--- src/rtl/ovp_pkg.sv ---
package ovp_pkg;

  typedef enum logic [1:0] {
    MD_BOOST = 2'b00,  // dir=0 rev=0
    MD_FWD   = 2'b01,  // dir=0 rev=1
    MD_BACK  = 2'b10,  // dir=1 rev=0
    MD_OFF   = 2'b11   // dir=1 rev=1
  } mode_e;

  typedef enum logic [2:0] {
    SQ_IDLE  = 3'd0,
    SQ_WAIT  = 3'd1,
    SQ_ON    = 3'd2,
    SQ_RUN   = 3'd3,
    SQ_TRIP  = 3'd4
  } seq_e;

  function automatic mode_e pins_to_mode(input logic dir, input logic rev);
    return mode_e'({dir, rev});
  endfunction

  // Lockout fault for one mode; overcurrent is handled by the sequencer.
  function automatic logic lockout(input mode_e m, input logic uv, input logic ov,
                                   input logic ovh, input logic ot);
    logic f;
    unique case (m)
      MD_FWD:   f = uv | ov  | ot;
      MD_BOOST: f = uv | ovh | ot;
      MD_BACK:  f = ot;
      default:  f = uv | ov  | ot;
    endcase
    return f;
  endfunction

  // True when the running count has reached its last step.
  function automatic logic last_step(input int unsigned cnt, input int unsigned lim);
    return cnt == lim - 1;
  endfunction

endpackage

--- src/rtl/ovp_sync.sv ---
module ovp_sync #(
  parameter int W = 1
) (
  input  logic         clk,
  input  logic         rst_n,
  input  logic [W-1:0] d_i,
  output logic [W-1:0] q_o
);
  logic [W-1:0] meta_q;
  logic [W-1:0] stab_q;

  for (genvar i = 0; i < W; i++) begin : g_bit
    always_ff @(posedge clk or negedge rst_n) begin
      if (!rst_n) begin
        meta_q[i] <= 1'b0;
        stab_q[i] <= 1'b0;
      end else begin
        meta_q[i] <= d_i[i];
        stab_q[i] <= meta_q[i];
      end
    end
  end

  assign q_o = stab_q;
endmodule

--- src/rtl/ovp_mode_eval.sv ---
module ovp_mode_eval
  import ovp_pkg::*;
(
  input  logic  dir_s,
  input  logic  rev_s,
  input  logic  uv_s,
  input  logic  ov_s,
  input  logic  ovh_s,
  input  logic  ocp_s,
  input  logic  ot_s,
  output mode_e mode_o,
  output logic  lock_fault_o,
  output logic  ocp_live_o
);
  assign mode_o       = pins_to_mode(dir_s, rev_s);
  assign lock_fault_o = lockout(mode_o, uv_s, ov_s, ovh_s, ot_s);
  // Overcurrent only matters while power flows backward.
  assign ocp_live_o   = (mode_o == MD_BACK) && ocp_s;
endmodule

--- src/rtl/ovp_seq.sv ---
module ovp_seq
  import ovp_pkg::*;
#(
  parameter int START_TICKS = 30,
  parameter int FLAG_TICKS  = 30,
  parameter int REARM_TICKS = 5
) (
  input  logic  clk,
  input  logic  rst_n,
  input  logic  tick_i,
  input  mode_e mode_i,
  input  logic  lock_fault_i,
  input  logic  ocp_live_i,
  output logic  gate_o,
  output logic  run_o,
  output logic  trip_o,
  output logic  mode_chg_o
);
  localparam int MAXT  = (START_TICKS > FLAG_TICKS)
                         ? ((START_TICKS > REARM_TICKS) ? START_TICKS : REARM_TICKS)
                         : ((FLAG_TICKS > REARM_TICKS) ? FLAG_TICKS : REARM_TICKS);
  localparam int CNT_W = $clog2(MAXT + 1);

  seq_e             state_q, state_d;
  logic [CNT_W-1:0] cnt_q, cnt_d;
  mode_e            mode_q;
  logic             cnt_done;
  int unsigned      cur_lim;

  assign mode_chg_o = (mode_i != mode_q);

  always_comb begin
    unique case (state_q)
      SQ_WAIT: cur_lim = START_TICKS;
      SQ_ON:   cur_lim = FLAG_TICKS;
      SQ_TRIP: cur_lim = REARM_TICKS;
      default: cur_lim = 1;
    endcase
    cnt_done = tick_i && last_step(int'(cnt_q), cur_lim);
  end

  always_comb begin
    state_d = state_q;
    cnt_d   = cnt_q;
    if (mode_chg_o || mode_i == MD_OFF || lock_fault_i) begin
      state_d = SQ_IDLE;
      cnt_d   = '0;
    end else if (ocp_live_i && state_q != SQ_TRIP) begin
      state_d = SQ_TRIP;
      cnt_d   = '0;
    end else begin
      unique case (state_q)
        SQ_IDLE: begin
          state_d = SQ_WAIT;
          cnt_d   = '0;
        end
        SQ_WAIT: if (tick_i) begin
          if (cnt_done) begin
            state_d = SQ_ON;
            cnt_d   = '0;
          end else cnt_d = cnt_q + 1'b1;
        end
        SQ_ON: if (tick_i) begin
          if (cnt_done) begin
            state_d = SQ_RUN;
            cnt_d   = '0;
          end else cnt_d = cnt_q + 1'b1;
        end
        SQ_TRIP: if (tick_i) begin
          if (cnt_done) begin
            state_d = SQ_IDLE;
            cnt_d   = '0;
          end else cnt_d = cnt_q + 1'b1;
        end
        default: begin
          state_d = state_q;
          cnt_d   = cnt_q;
        end
      endcase
    end
  end

  always_ff @(posedge clk or negedge rst_n) begin
    if (!rst_n) begin
      state_q <= SQ_IDLE;
      cnt_q   <= '0;
      mode_q  <= MD_BOOST;
    end else begin
      state_q <= state_d;
      cnt_q   <= cnt_d;
      mode_q  <= mode_i;
    end
  end

  assign gate_o = (state_q == SQ_ON) || (state_q == SQ_RUN);
  assign run_o  = (state_q == SQ_RUN);
  assign trip_o = (state_q == SQ_TRIP);

  // off mode forces the gate open on the next edge
  a_r1_off_opens: assert property (@(posedge clk) disable iff (!rst_n)
    (mode_i == MD_OFF) |=> !gate_o);

  // a lockout fault opens the gate on the next edge without a tick
  a_r8_fault_opens: assert property (@(posedge clk) disable iff (!rst_n)
    lock_fault_i |=> !gate_o);

  // the gate only closes after waiting out the start count
  a_r5_close_after_wait: assert property (@(posedge clk) disable iff (!rst_n)
    $rose(gate_o) |-> ($past(state_q) == SQ_WAIT) && $past(tick_i));

  // an aborted wait returns to idle with a cleared count
  a_r9_wait_abort: assert property (@(posedge clk) disable iff (!rst_n)
    (state_q == SQ_WAIT && (lock_fault_i || mode_chg_o)) |=> (state_q == SQ_IDLE && cnt_q == '0));

  // backward overcurrent on a closed switch leads to the trip state
  a_r10_trip_entry: assert property (@(posedge clk) disable iff (!rst_n)
    (gate_o && ocp_live_i && !lock_fault_i && !mode_chg_o) |=> (trip_o && !gate_o));

  // leaving the trip state is only possible on a tick or an abort
  a_r10_trip_hold: assert property (@(posedge clk) disable iff (!rst_n)
    (trip_o && !tick_i && !lock_fault_i && !mode_chg_o && mode_i != MD_OFF) |=> trip_o);

endmodule

--- src/rtl/ovp_switch_ctrl.sv ---
module ovp_switch_ctrl
  import ovp_pkg::*;
#(
  parameter int START_TICKS = 30,
  parameter int FLAG_TICKS  = 30,
  parameter int REARM_TICKS = 5
) (
  input  logic clk,
  input  logic rst_n,
  input  logic tick_ms_i,
  input  logic dir_i,
  input  logic rev_i,
  input  logic uv_i,
  input  logic ov_i,
  input  logic ovh_i,
  input  logic ocp_i,
  input  logic ot_i,
  output logic gate_en_o,
  output logic hi_res_o,
  output logic flag_n_o
);
  localparam int NSYNC = 7;

  logic [NSYNC-1:0] raw_vec, syn_vec;
  mode_e mode;
  logic  lock_fault, ocp_live;
  logic  gate, run, trip, mode_chg;
  logic  alarm;

  assign raw_vec = {dir_i, rev_i, uv_i, ov_i, ovh_i, ocp_i, ot_i};

  ovp_sync #(.W(NSYNC)) u_sync (
    .clk   (clk),
    .rst_n (rst_n),
    .d_i   (raw_vec),
    .q_o   (syn_vec)
  );

  ovp_mode_eval u_eval (
    .dir_s        (syn_vec[6]),
    .rev_s        (syn_vec[5]),
    .uv_s         (syn_vec[4]),
    .ov_s         (syn_vec[3]),
    .ovh_s        (syn_vec[2]),
    .ocp_s        (syn_vec[1]),
    .ot_s         (syn_vec[0]),
    .mode_o       (mode),
    .lock_fault_o (lock_fault),
    .ocp_live_o   (ocp_live)
  );

  ovp_seq #(
    .START_TICKS (START_TICKS),
    .FLAG_TICKS  (FLAG_TICKS),
    .REARM_TICKS (REARM_TICKS)
  ) u_seq (
    .clk          (clk),
    .rst_n        (rst_n),
    .tick_i       (tick_ms_i),
    .mode_i       (mode),
    .lock_fault_i (lock_fault),
    .ocp_live_i   (ocp_live),
    .gate_o       (gate),
    .run_o        (run),
    .trip_o       (trip),
    .mode_chg_o   (mode_chg)
  );

  assign alarm     = lock_fault | ocp_live | trip;
  assign gate_en_o = gate;
  assign hi_res_o  = gate && (mode == MD_BOOST);
  assign flag_n_o  = rst_n && ((mode == MD_OFF) ? !lock_fault
                                                : (run && !alarm && !mode_chg));

  // an active alarm always pulls the flag low
  a_r7_flag_on_alarm: assert property (@(posedge clk) disable iff (!rst_n)
    alarm |-> !flag_n_o);

  // outside off mode a released flag implies a closed switch
  a_r6_flag_needs_gate: assert property (@(posedge clk) disable iff (!rst_n)
    (flag_n_o && mode != MD_OFF) |-> gate_en_o);

  // the high-resistance indication only accompanies a closed switch
  a_r3_hires_gate: assert property (@(posedge clk) disable iff (!rst_n)
    hi_res_o |-> gate_en_o);

endmodule

--- config.mk ---
export PLATFORM = sky130hd
export DESIGN_NAME = ovp_switch_ctrl
export DESIGN_NICKNAME = d
export VERILOG_FILES = /design/src/rtl/ovp_pkg.sv /design/src/rtl/ovp_sync.sv /design/src/rtl/ovp_mode_eval.sv /design/src/rtl/ovp_seq.sv /design/src/rtl/ovp_switch_ctrl.sv
export SDC_FILE = /design/constraint.sdc
export NUM_CORES = 1
export LEC_CHECK = 0
export CAP_MARGIN = 30
export CORE_MARGIN = 5
export CORE_UTILIZATION = 39
export CTS_CLUSTER_SIZE = 40
export DETAILED_ROUTE_END_ITERATION = 10
export DONT_BUFFER_PORTS = 1
export PLACE_DENSITY = 0.63
export SYNTH_ARGS = -nofsm -noshare
export SYNTH_HDL_FRONTEND = slang
export SYNTH_SLANG_ARGS = --single-unit
export TNS_END_PERCENT = 50
--- constraint.sdc ---
create_clock -name clk -period 3.1 [get_ports clk]
set_input_delay 0.31 -clock clk [delete_from_list [all_inputs] [get_ports clk]]
set_output_delay 0.31 -clock clk [all_outputs]
set_load 0.02 [all_outputs]
# Word-level counts from Yosys, hierarchy flattened

Cells that the tools add are included.
W data, S select, Z words.

Logic and storage cells: 79
Bits in registers: 24

Add/subtract/negate cells: 2
Reduce and logical (&&, ||, !) cells: 21
Eq/ne operators: 16
Mux-type cells: 17
Bitwise gates (word level): 6

Operator list:

| operator              | number |
|---|---|
| $eq A5 B32 Y1         | 1 |
| $mux W3               | 8 |
| $mux W5               | 4 |
| $pmux W5 S2           | 2 |
| $ne A4 B1 Y1 const B  | 4 |
| $ne A4 B2 Y1 const B  | 3 |
| $pmux W3 S4           | 1 |
| $logic_and A1 B1 Y1   | 7 |
| $reduce_and A7 Y1     | 1 |
| $eq A3 B2 Y1 const B  | 2 |
| $or A1 B1 Y1          | 6 |
| $reduce_bool A6 Y1    | 1 |
| $sub A5 B1 Y6 const B | 1 |
| $add A5 B1 Y5 const B | 1 |
| $eq A2 B2 Y1 const B  | 2 |
| $reduce_bool A4 Y1    | 1 |
| $eq A3 B1 Y1 const B  | 1 |
| $eq A3 B3 Y1 const B  | 1 |
| $logic_not A1 Y1      | 3 |
| $logic_not A3 Y1      | 1 |
| $logic_or A1 B1 Y1    | 3 |
| $ne A3 B3 Y1 const B  | 1 |
| $reduce_or A3 Y1      | 1 |
| $logic_not A2 Y1      | 1 |
| other kinds (5)       | 5 |

# Logic depth before layout (Yosys ltp)

Gate-level depths: netlist of run 1.

Word-level depth: 11
Mapped depth: 7
Mapped depth without buffers: 6

# Hierarchy

From an unflattened synthesis of run 1, not the netlist that was laid out.

Cells, all modules: 87
Area total of the unflattened synthesis: 1058.5 um^2

Modules (own cells, without submodules):

| module          | times used | cells an instance | area an instance (um^2) | sequential area each (um^2) |
|---|---|---|---|---|
| ovp_seq         | 1          | 61                | 630.6                   | 250.2 |
| ovp_sync        | 1          | 14                | 350.3                   | 350.3 |
| ovp_mode_eval   | 1          | 7                 | 45.0                    | 0.0 |
| ovp_switch_ctrl | 1          | 5                 | 32.5                    | 0.0 |

# Worst setup path before layout of run 1

OpenSTA, ideal clock, no wires.

Kind: register -> output
Start point: register u_seq.state_q[2]
End point: output flag_n_o
Slack: 1.014 ns
Buffers on the path: 1
Required time: 2.790 ns
Cell stages (with the launch flop): 7
Arrival time: 1.776 ns
Cells stage by stage: dfrtp_1 -> buf_1 -> nor2b_1 -> nand3_1 -> nor2_1 -> a21oi_1 -> nor3b_1

Word-level cells in the longest chain between the ends: 7
Elaborated cells between the ends (all ways): 8
Those cells by class: eq/ne: 2; mux: 1; bitwise: 1; reduce/logical: 4

RTL lines:

| item                               | line                  | text |
|---|---|---|
| start: declaration                 | ovp_seq.sv:24         | `seq_e state_q, state_d;` |
| start signal: assignment           | ovp_seq.sv:89         | `state_q <= state_d;` |
| $eq A3 B3 Y1                       | ovp_seq.sv:97         | `assign trip_o = (state_q == SQ_TRIP);` |
| $or A1 B1 Y1                       | ovp_switch_ctrl.sv:69 | `assign alarm = lock_fault \| ocp_live \| trip;` |
| $logic_not A1 Y1                   | ovp_switch_ctrl.sv:73 | `: (run && !alarm && !mode_chg));` |
| $logic_and A1 B1 Y1 * (2 in a row) | ovp_switch_ctrl.sv:73 |  |
| $mux W1 *                          | ovp_switch_ctrl.sv:72 | `assign flag_n_o = rst_n && ((mode == MD_OFF) ? !lock_fault` |
| $logic_and A1 B1 Y1 *              | ovp_switch_ctrl.sv:72 |  |
| end: declaration                   | ovp_switch_ctrl.sv:20 | `output logic flag_n_o` |

Mark *: on every way between the ends. The rest lies on a longest branch, timed or not.

# Worst setup path in the final report of run 1

Start point: register u_seq.state_q[1]
End point: output flag_n_o

Same word-level chain as after synthesis.

==> results of run 1 <==
==> state kept, by name, indices dropped and copies added, names as in the netlist <==
name / count
u_sync.meta_q: 7
u_sync.q_o: 7
u_seq.cnt_q: 5
u_seq.state_q: 3
u_seq.mode_q: 2
==> kinds of logic after synthesis <==
logic type / count (synthesis)
compound gates: 24
fa+ha+maj: 1
flops: 24
xor+xnor: 1
buf+inv: 7
simple gates: 46
==> worst max-delay path, delay by kind of cell, from the launching register on <==
kind                   cells  cell delay, ns
DFF                        1            0.52
buffers and inverters      1            0.17
and+or+nand+nor            4            0.94
AOI/OAI and AO/OA          1            0.05
==> area by class of cell <==
cell class / count / share of cell area [%]
clock inverter: 1 / 2.32
inverter: 2 / 0.579
multi-input combinational: 72 / 37.2
tap: 31 / 2.99
timing repair buffer: 10 / 8.88
sequential: 24 / 46.3
clock buffer: 3 / 1.74
==> worst paths after layout <==
path,slack [ns],from,depth (start not counted),to
worst min-delay path,0.24,tick_ms_i,2,u_seq.state_q[0]
max in group asynchronous,2.28,rst_n,2,u_seq.cnt_q[0]
worst min register to register,0.36,u_sync.meta_q[5],0,u_sync.q_o[5]
min in group asynchronous,0.37,rst_n,1,u_sync.meta_q[0]
worst max-delay path,0.80,u_seq.state_q[1],6,flag_n_o
worst max register to register,0.86,u_seq.state_q[0],6,u_seq.state_q[2]
==> synthesized netlist by cell type <==
cell type | n | area share (%)
dfrtp_1 | 24 | 54
nor3b_1 | 4 | 2.7
and2_1 | 1 | 0.56
nor2b_1 | 3 | 1.7
nor4b_2 | 1 | 1.3
nor2_1 | 8 | 2.7
nand3b_1 | 2 | 1.3
nand3_1 | 4 | 1.8
o21ai_1 | 3 | 1.3
a211oi_1 | 1 | 0.67
xnor2_1 | 1 | 0.78
a21oi_1 | 6 | 2.7
buf_1 | 1 | 0.34
o311ai_1 | 1 | 0.78
o31a_1 | 1 | 0.78
or4_1 | 3 | 2.0
or3b_1 | 1 | 0.78
nor4bb_1 | 1 | 0.90
and3b_1 | 1 | 0.78
ha_1 | 1 | 1.1
nor3_1 | 3 | 1.3
a21o_1 | 1 | 0.67
inv_1 | 2 | 0.67
o211ai_1 | 1 | 0.67
clkbuf_2 | 1 | 0.45
o21ai_0 | 4 | 1.8
a21oi_2 | 1 | 0.78
a221oi_2 | 1 | 1.3
nand2b_1 | 4 | 2.2
o221ai_1 | 1 | 0.78
o31ai_1 | 1 | 0.67
nor4b_4 | 1 | 2.1
and4bb_1 | 1 | 1.1
clkbuf_1 | 2 | 0.67
a22o_1 | 1 | 0.78
nand2_1 | 7 | 2.4
o2111ai_1 | 1 | 0.78
buf_6 | 1 | 1.0
and4b_1 | 1 | 0.90
==> repair_timing <==
item	4_1_cts	5_1_grt
endpoints found under the hold margin	25	6
setup buffers	0	0
endpoints found under the setup margin	0	0
hold buffers	2	6
==> where the power goes <==
group	total, mW	internal (mW)	switching, mW	leakage [nW]
sequential	0.331	0.324	0.00713	0.298
combinational	0.0379	0.0193	0.0186	0.204
clock	0.225	0.131	0.0939	0.0279
total	0.593	0.474	0.120	0.530
==> layer usage <==
metal	vias to the layer above	routed length [um]	GRT usage, %
met5	-	0	0
met2	25	984	17.0
met1	390	1010	14.7
met3	2	121	3.91
li1	396	-	-
met4	0	25	3.90
==> metrics, run 1 <==
worst slew pin tran roughly 0.71 ns; Area after DPL 1140 um2; Worst setup EP type primary output; final weighted congestion of routability-driven global placement roughly 0.80; total routed wirelength 2140 um; number of buffers created by CTS 3; global-route usage over all layers 11.2%; buffer type at the clock tree root clkbuf_4; syn nets about 110; first-pass GRT wire length 3590 um; Ports 13; average size of a mapped cell 10.8 um2; die area 4040 um2; pin count of the biggest net entering global routing 25; clock input transition at the sequential cells of the worst setup and hold paths 0.13 ns; antenna violations before repair 0; Max Transition Viols Final 0; smallest hold slack 0.240 ns; number of vias after detailed routing about 800; proportion of synthesized chip area in sequential cells 53.8%; highest achievable clock rate around 440 MHz; Tmin final 2.30 ns; count of state elements after synthesis 24; crit share post-route 74.1%; Horiz. Die Dim 63.5 um; most common cell after layout, fill and taps aside dfrtp_1; LEAKAGE around 0.53 nW; area share of and/or/nand/nor cells after synthesis a little over a quarter; number of placement rows 19; share of post-route cells with drive strength above 1 8.93%; Crit path arrival time approximately 2.0 ns; number of instances in the synthesized netlist 103; total chip power roughly 600 uW; biggest fanout along the worst timing path 10; count of unique library cells instantiated by Yosys 39; Placeable Area 2760 um2; number of violations of the max-capacitance limit 0; largest family of logic cells by synthesized area simple AND/OR/NAND/NOR gates; post-synthesis to final-layout area growth 16.0%; worst path cell trace nor2b_1 > buf_4 > nand3_1 > nor2_1 > a21oi_1 > nor3b_1; pre-CTS worst setup slack a little under 0.9 ns; count of buffers from port buffering 0; post-synthesis instance area 1120 um2; number of fill cells in the layout 254; area of the multi-input gates 482 um2; clock tree sinks 24; total half-perimeter wirelength after legalization and detailed placement 1440 um; most frequent cells in the layout dfrtp_1 (24), nor2_1 (8), dlygate4sd3_1 (8), nand2_1 (7), a21oi_1 (6); fraction of the mapped netlist area in adder cells 1.12%; nature of the critical path startpoint flip-flop; count of synthesis-stage warnings from yosys 0; XOR/XNOR share of the synthesized area 0.784%; final routed wire length divided by cell count around 15 um; type of the worst setup path flip-flop to primary output; required time of the critical path 2.79 ns; number of H-tree levels 1; Crit path largest cell delay 0.59 ns; net total in the final layout ~120; max_slew headroom between 50 and 60%; maximum clock skew at final layout 0.00416 ns; CTS tree done; final cell utilization of the core 47.0%; status complete, no violations; largest voltage drop on the vdd net 0.000393 V; floorplan die height 63.5 um; buffers from clock root to sink, at most 2; worst hold path type input pin to flip-flop; vias in the first global route 742; multiplexer share of the synthesized area 0%; Seq. cell area 601 um2; setup repair after global routing missed its margin false; placed cell count 130; highest-delay cell along the critical path nor3b_1; diode count 0; length of the first detailed-routing pass in iterations 4; clock latency reported for the late side of the worst-skew pair 0.31 ns; cts repair resizes 0; compound-cell area share of the yosys netlist 14.6%; Final Instance Count excl. Fillers 143; Final Worst Setup Slack between 0.8 and 0.9 ns; Cell Pwr Density approximately 460 nW/um2; Final TNS setup 0 ns; drt first-iter violations 57; setup violators final 0; total overflow reported by the global router 0; drt via density 5.69; final hold viol count 0; design area 1300 um2; DRC violation count after routing 0; DRT antenna net count 0; initial core utilization 40.5%
No activity file was read; power rests on OpenSTA's default activity.
==> run 2: changes to the inputs <==
clock period = 2.2 ns   (was 3.1 ns; I/O delays follow)
==> run 2 against run 1 <==
First-iteration DRC count up 37%. Cell area is 7.5% higher. Register-to-register slack worse by 0.79 ns. Hold slack got worse by 0.090 ns. Clock skew decreased by 0.0016 ns. Utilization rose by 3.5 points. Die area stayed put. Sequential power increased by 40%. Critical path type is now flip-flop to flip-flop. Critical endpoint is now u_seq.state_q[0]. Largest cell class unchanged.
==> metrics, run 2 (same netlist as run 1, synthesis figures left out) <==
status complete, no violations; Ports 13; most common cell after layout, fill and taps aside dfrtp_1; number of buffers created by CTS 3; clock network fraction of design power 37.5%; Placeable Area 2760 um2; total overflow reported by the global router 0; maximum clock skew at final layout roughly 0.0025 ns; clock tree sinks 24; most frequent cells in the layout dfrtp_1 (24), buf_4 (14), nor2_1 (8), dlygate4sd3_1 (8), nand2_1 (7); final routed wire length divided by cell count 14.4 um; worst hold start tick_ms_i; Max Transition Viols Final 0; number of fill cells in the layout 262; reported net switching power around 170 uW; Cell Pwr Density 601 nW/um2; worst path cell trace or4_1 > or4_1 > a21oi_2 > nor2_1 > nor4bb_1 > nor2_1; Crit path arrival time between 2 and 2.5 ns; design area between 1000 and 1500 um2; global-route usage over all layers 12.3%; floorplan die height 63.5 um; pin count of the biggest net entering global routing 25; antenna violations before repair 0; initial core utilization 40.5%; diode count 0; biggest fanout along the worst timing path 3; number of H-tree levels 1; highest-delay cell along the critical path or4_1; switching share of power between 10% and 20%; die area slightly above 4000 um2; LEAKAGE roughly 0.60 nW; clock input transition at the sequential cells of the worst setup and hold paths 0.13 ns; worst-case register-to-register setup slack around 0.069 ns; nature of the critical path startpoint flip-flop; DRC violation count after routing 0; Horiz. Die Dim approximately 64 um; Global Route met2 Usage 19.9%; count of buffers from port buffering 0; number of placement rows 19; final cell utilization of the core 50.5%; CTS tree done; worst hold path type input pin to flip-flop; total routed wirelength 2240 um; required time of the critical path 2.41 ns; met3 track demand over resource in global routing 1.78%; length of the first detailed-routing pass in iterations 4; internal power contribution 671 uW; Tmin final about 2.1 ns; largest voltage drop on the vdd net approximately 0.00055 V; setup violators final 0; Reg power frac 55.5%; buffers from clock root to sink, at most 2; drt first-iter violations between 70 and 80; Worst setup EP type flip-flop; number of violations of the max-capacitance limit 0; net total in the final layout 137; Reg2Reg Launch Point u_seq.state_q[0]; GR Util met1 15.5%; Crit path largest cell delay 0.53 ns; worst slew pin tran ~0.50 ns; number of vias after detailed routing 859; startpoint of the worst setup timing path u_seq.state_q[0]; max_slew headroom 66.9%; type of the worst setup path flip-flop to flip-flop; logic gate share of total power 7.0%; total half-perimeter wirelength after legalization and detailed placement 1610 um; final hold viol count 0; setup repair after global routing missed its margin true; pre-CTS worst setup slack 0.0961 ns; crit share post-route between 90% and 100%; first-pass GRT wire length 4000 um; Final Worst Setup Slack 0.0688 ns; share of post-route cells with drive strength above 1 18.4%; Area after DPL 1220 um2; vias in the first global route 926; busiest layer in global routing met2; highest achievable clock rate ~470 MHz; DRT antenna net count 0; post-synthesis to final-layout area growth 24.7%; buffer type at the clock tree root clkbuf_4; final weighted congestion of routability-driven global placement 0.788; drt via density between 5 and 6; clock latency reported for the late side of the worst-skew pair 0.31 ns
## run 2: cell types whose count changed in the layout (fill, tap and decap cells not counted)
cell / previous run / this run
buf_4: 1 / 14
## run 2: through the flow
stage | hold slack [ns] | instances | TNS (ns) | power [mW]
6_report | 0.150 | 156 | 0 | 0.838
5_1_grt | 0.134 | 156 | -0.0169 | 0.885
4_1_cts | 0.144 | 153 | 0 | 0.842
3_5_place_dp | -0.0750 | 141 | 0 | 0.508
3_3_place_gp | -0.0750 | 141 | 0 | 0.506
2_1_floorplan | -0.0756 | 103 | 0 | 0.498
## run 2: layout make-up
cell class                      count  area (um2)  area share, %
Inverter                            2        7.51          0.539
Clock buffer                        3        22.5           1.62
Multi-Input combinational cell     72         482           34.6
Timing Repair Buffer               23         213           15.3
Tap cell                           31        38.8           2.78
Clock inverter                      1        30.0           2.15
Sequential cell                    24         601           43.1
## run 2: per-layer routing
metal  up-vias  share of wire, %
met5         -                 0
met4         0               3.1
met3         5               2.7
li1        417                 -
met1       421                45
met2        16                49
## run 2: timing repair
action | CTS | global route
buffers inserted | 0 | 2
endpoints found under the setup margin | 0 | 2
hold buffers | 8 | 0
resized for setup | 0 | 0
endpoints found under the hold margin | 31 | 0
## run 2: worst paths after layout
kind                                         end  depth (start not counted)
worst max-delay path            u_seq.state_q[0]                          6
worst min-delay path            u_seq.state_q[0]                          2
worst max register to register  u_seq.state_q[0]                          6
worst min register to register     u_sync.q_o[3]                          0
max in group asynchronous         u_seq.cnt_q[1]                          2
min in group asynchronous       u_sync.meta_q[4]                          1
## run 2: power groups by stage
stage               registers [mW]  logic (mW)  clock network, mW
global route                 0.468      0.0650              0.352
detailed placement           0.474      0.0333                  0
global placement             0.473      0.0330                  0
floorplan                    0.470      0.0278                  0
finish                       0.465      0.0585              0.315
CTS                          0.465      0.0531              0.323
## run 2: critical path: cells and delay by family (launching register included)
family           cells  cell delay (ns)
AO/OA/AOI/OAI        1             0.20
flip-flops           1             0.41
AND/OR/NAND/NOR      5             1.42
==> run 3: changes to the inputs <==
PLACE_DENSITY = 0.56   (was 0.63)
==> run 3 against run 2 <==
Critical path depth stayed put. Maximum frequency up 1.4%. Sequential power about the same. Clock skew increased by 0.013 ns. First-iteration DRC count is 6.4% lower. Utilization decreased by 0.18 points. Sequential share of layout area increased by 0.25 points. Non-clock buffer count shrank 2. Cell count down 1.3%. Cell area shrank 0.36%. Wire length is 8.4% lower. Hold slack lost 0.019 ns. Largest cell class unchanged. Largest power group unchanged.
==> metrics, run 3 (same netlist as run 1, synthesis figures left out) <==
status complete, no violations; setup violators final 0; biggest fanout along the worst timing path 5; share of post-route cells with drive strength above 1 17.9%; LEAKAGE 0.588 nW; worst hold path type input pin to flip-flop; total half-perimeter wirelength after legalization and detailed placement 1490 um; final hold viol count 0; diode count 0; total overflow reported by the global router 0; worst slew pin tran 0.407 ns; most frequent cells in the layout dfrtp_1 (23), buf_4 (12), nor2_1 (8), dlygate4sd3_1 (8), nand2_1 (7); Worst setup EP type flip-flop; Horiz. Die Dim 63.5 um; setup repair after global routing missed its margin true; Seq. cell area around 600 um2; Max Transition Viols Final 0; floorplan die height 63.5 um; number of violations of the max-capacitance limit 0; final cell utilization of the core 50.4%; global-route usage over all layers 11.2%; first-pass GRT wire length between 3000 and 4000 um; maximum clock skew at final layout 0.0151 ns; initial core utilization 40.5%; DRC violation count after routing 0; most common cell after layout, fill and taps aside dfrtp_1; length of the first detailed-routing pass in iterations 4; CTS tree done; number of vias after detailed routing ~820; die area just over 4000 um2; final weighted congestion of routability-driven global placement 0.918; max_slew headroom 72.8%; area of the multi-input gates 490 um2; Tmin final 2.10 ns; clock input transition at the sequential cells of the worst setup and hold paths around 0.14 ns; number of placement rows 19; buffer type at the clock tree root clkbuf_4; post-synthesis to final-layout area growth 24.3%; required time of the critical path 2.42 ns; highest achievable clock rate 476 MHz; net total in the final layout around 140; buffers from clock root to sink, at most 2; Ports 13; Placeable Area 2760 um2; clock latency reported for the late side of the worst-skew pair 0.31 ns; final routed wire length divided by cell count 13.3 um; total routed wirelength 2050 um; Cell Pwr Density 601 nW/um2; vias in the first global route 835; drt first-iter violations 73; type of the worst setup path flip-flop to flip-flop; count of buffers from port buffering 0; clock tree sinks 24; Crit path arrival time 2.32 ns; number of H-tree levels 1; drt via density 5.35; number of fill cells in the layout 242; nature of the critical path startpoint flip-flop; antenna violations before repair 0; crit share post-route 95.5%; Post-CTS Repair Setup Buffers 0; largest voltage drop on the vdd net 0.000431 V; pin count of the biggest net entering global routing 25; number of buffers created by CTS 3; DRT antenna net count 0; total chip power between 800 and 900 uW
==> run 3: power breakdown <==
group / switching [mW] / internal [mW] / leakage, nW
logic: 0.0273 / 0.0308 / 0.263
registers: 0.00897 / 0.457 / 0.297
clock network: 0.127 / 0.184 / 0.0279
==> run 3: what timing repair did <==
item	4_1_cts	5_1_grt
gates resized for setup	0	2
endpoints found under the hold margin	31	0
endpoints found under the setup margin	0	6
hold buffers	8	0
==> run 3: cell type report <==
class | instances | share of cell area (%)
flip-flops and latches | 24 | 43.3
multi-input cells | 72 | 35.3
repair buffers | 21 | 14.2
well taps | 31 | 2.79
clock inverters | 1 | 2.16
clock buffers | 3 | 1.62
inverters | 2 | 0.541
==> run 3: final timing paths <==
kind	slack, ns	cells after the start	from	to
min in group asynchronous	0.25	1	rst_n	u_seq.mode_q[0]
worst max-delay path	0.1	6	u_seq.state_q[0]	u_seq.state_q[0]
worst max register to register	0.1	6	u_seq.state_q[0]	u_seq.state_q[0]
worst min register to register	0.36	0	u_sync.meta_q[6]	u_sync.q_o[6]
worst min-delay path	0.13	2	tick_ms_i	u_seq.state_q[0]
max in group asynchronous	1.52	2	rst_n	u_seq.cnt_q[2]
==> run 3: worst max-delay path, stage by stage, from the launching register on <==
cell and delay [ns]:
dfrtp_1 0.44, or4_1 0.51, or4_1 0.42, a21oi_2 0.21
nor2_1 0.09, nor4bb_1 0.26, nor2_1 0.07
==> run 3: stage by stage <==
step                      cell area, um2  hold WS, ns  setup TNS [ns]  std cells  setup WS, ns
after floorplan                     1120      -0.0756               0        103         0.118
after global placement              1220      -0.0750               0        141         0.156
after detailed placement            1220      -0.0752               0        141         0.104
after CTS                           1350        0.124               0        153        0.0499
after global routing                1390        0.126         -0.0451        154       -0.0352
final                               1390        0.131               0        154        0.0992
==> run 3: routing by layer <==
| metal | up-vias | track usage, % | share of wire (%) |
|---|---|---|---|
| met1 | 395 | 14.5 | 48 |
| met4 | 0 | 5.19 | 1.1 |
| met3 | 2 | 2.31 | 2.6 |
| met5 | - | 0 | 0 |
| met2 | 9 | 17.9 | 48 |
| li1 | 418 | - | - |
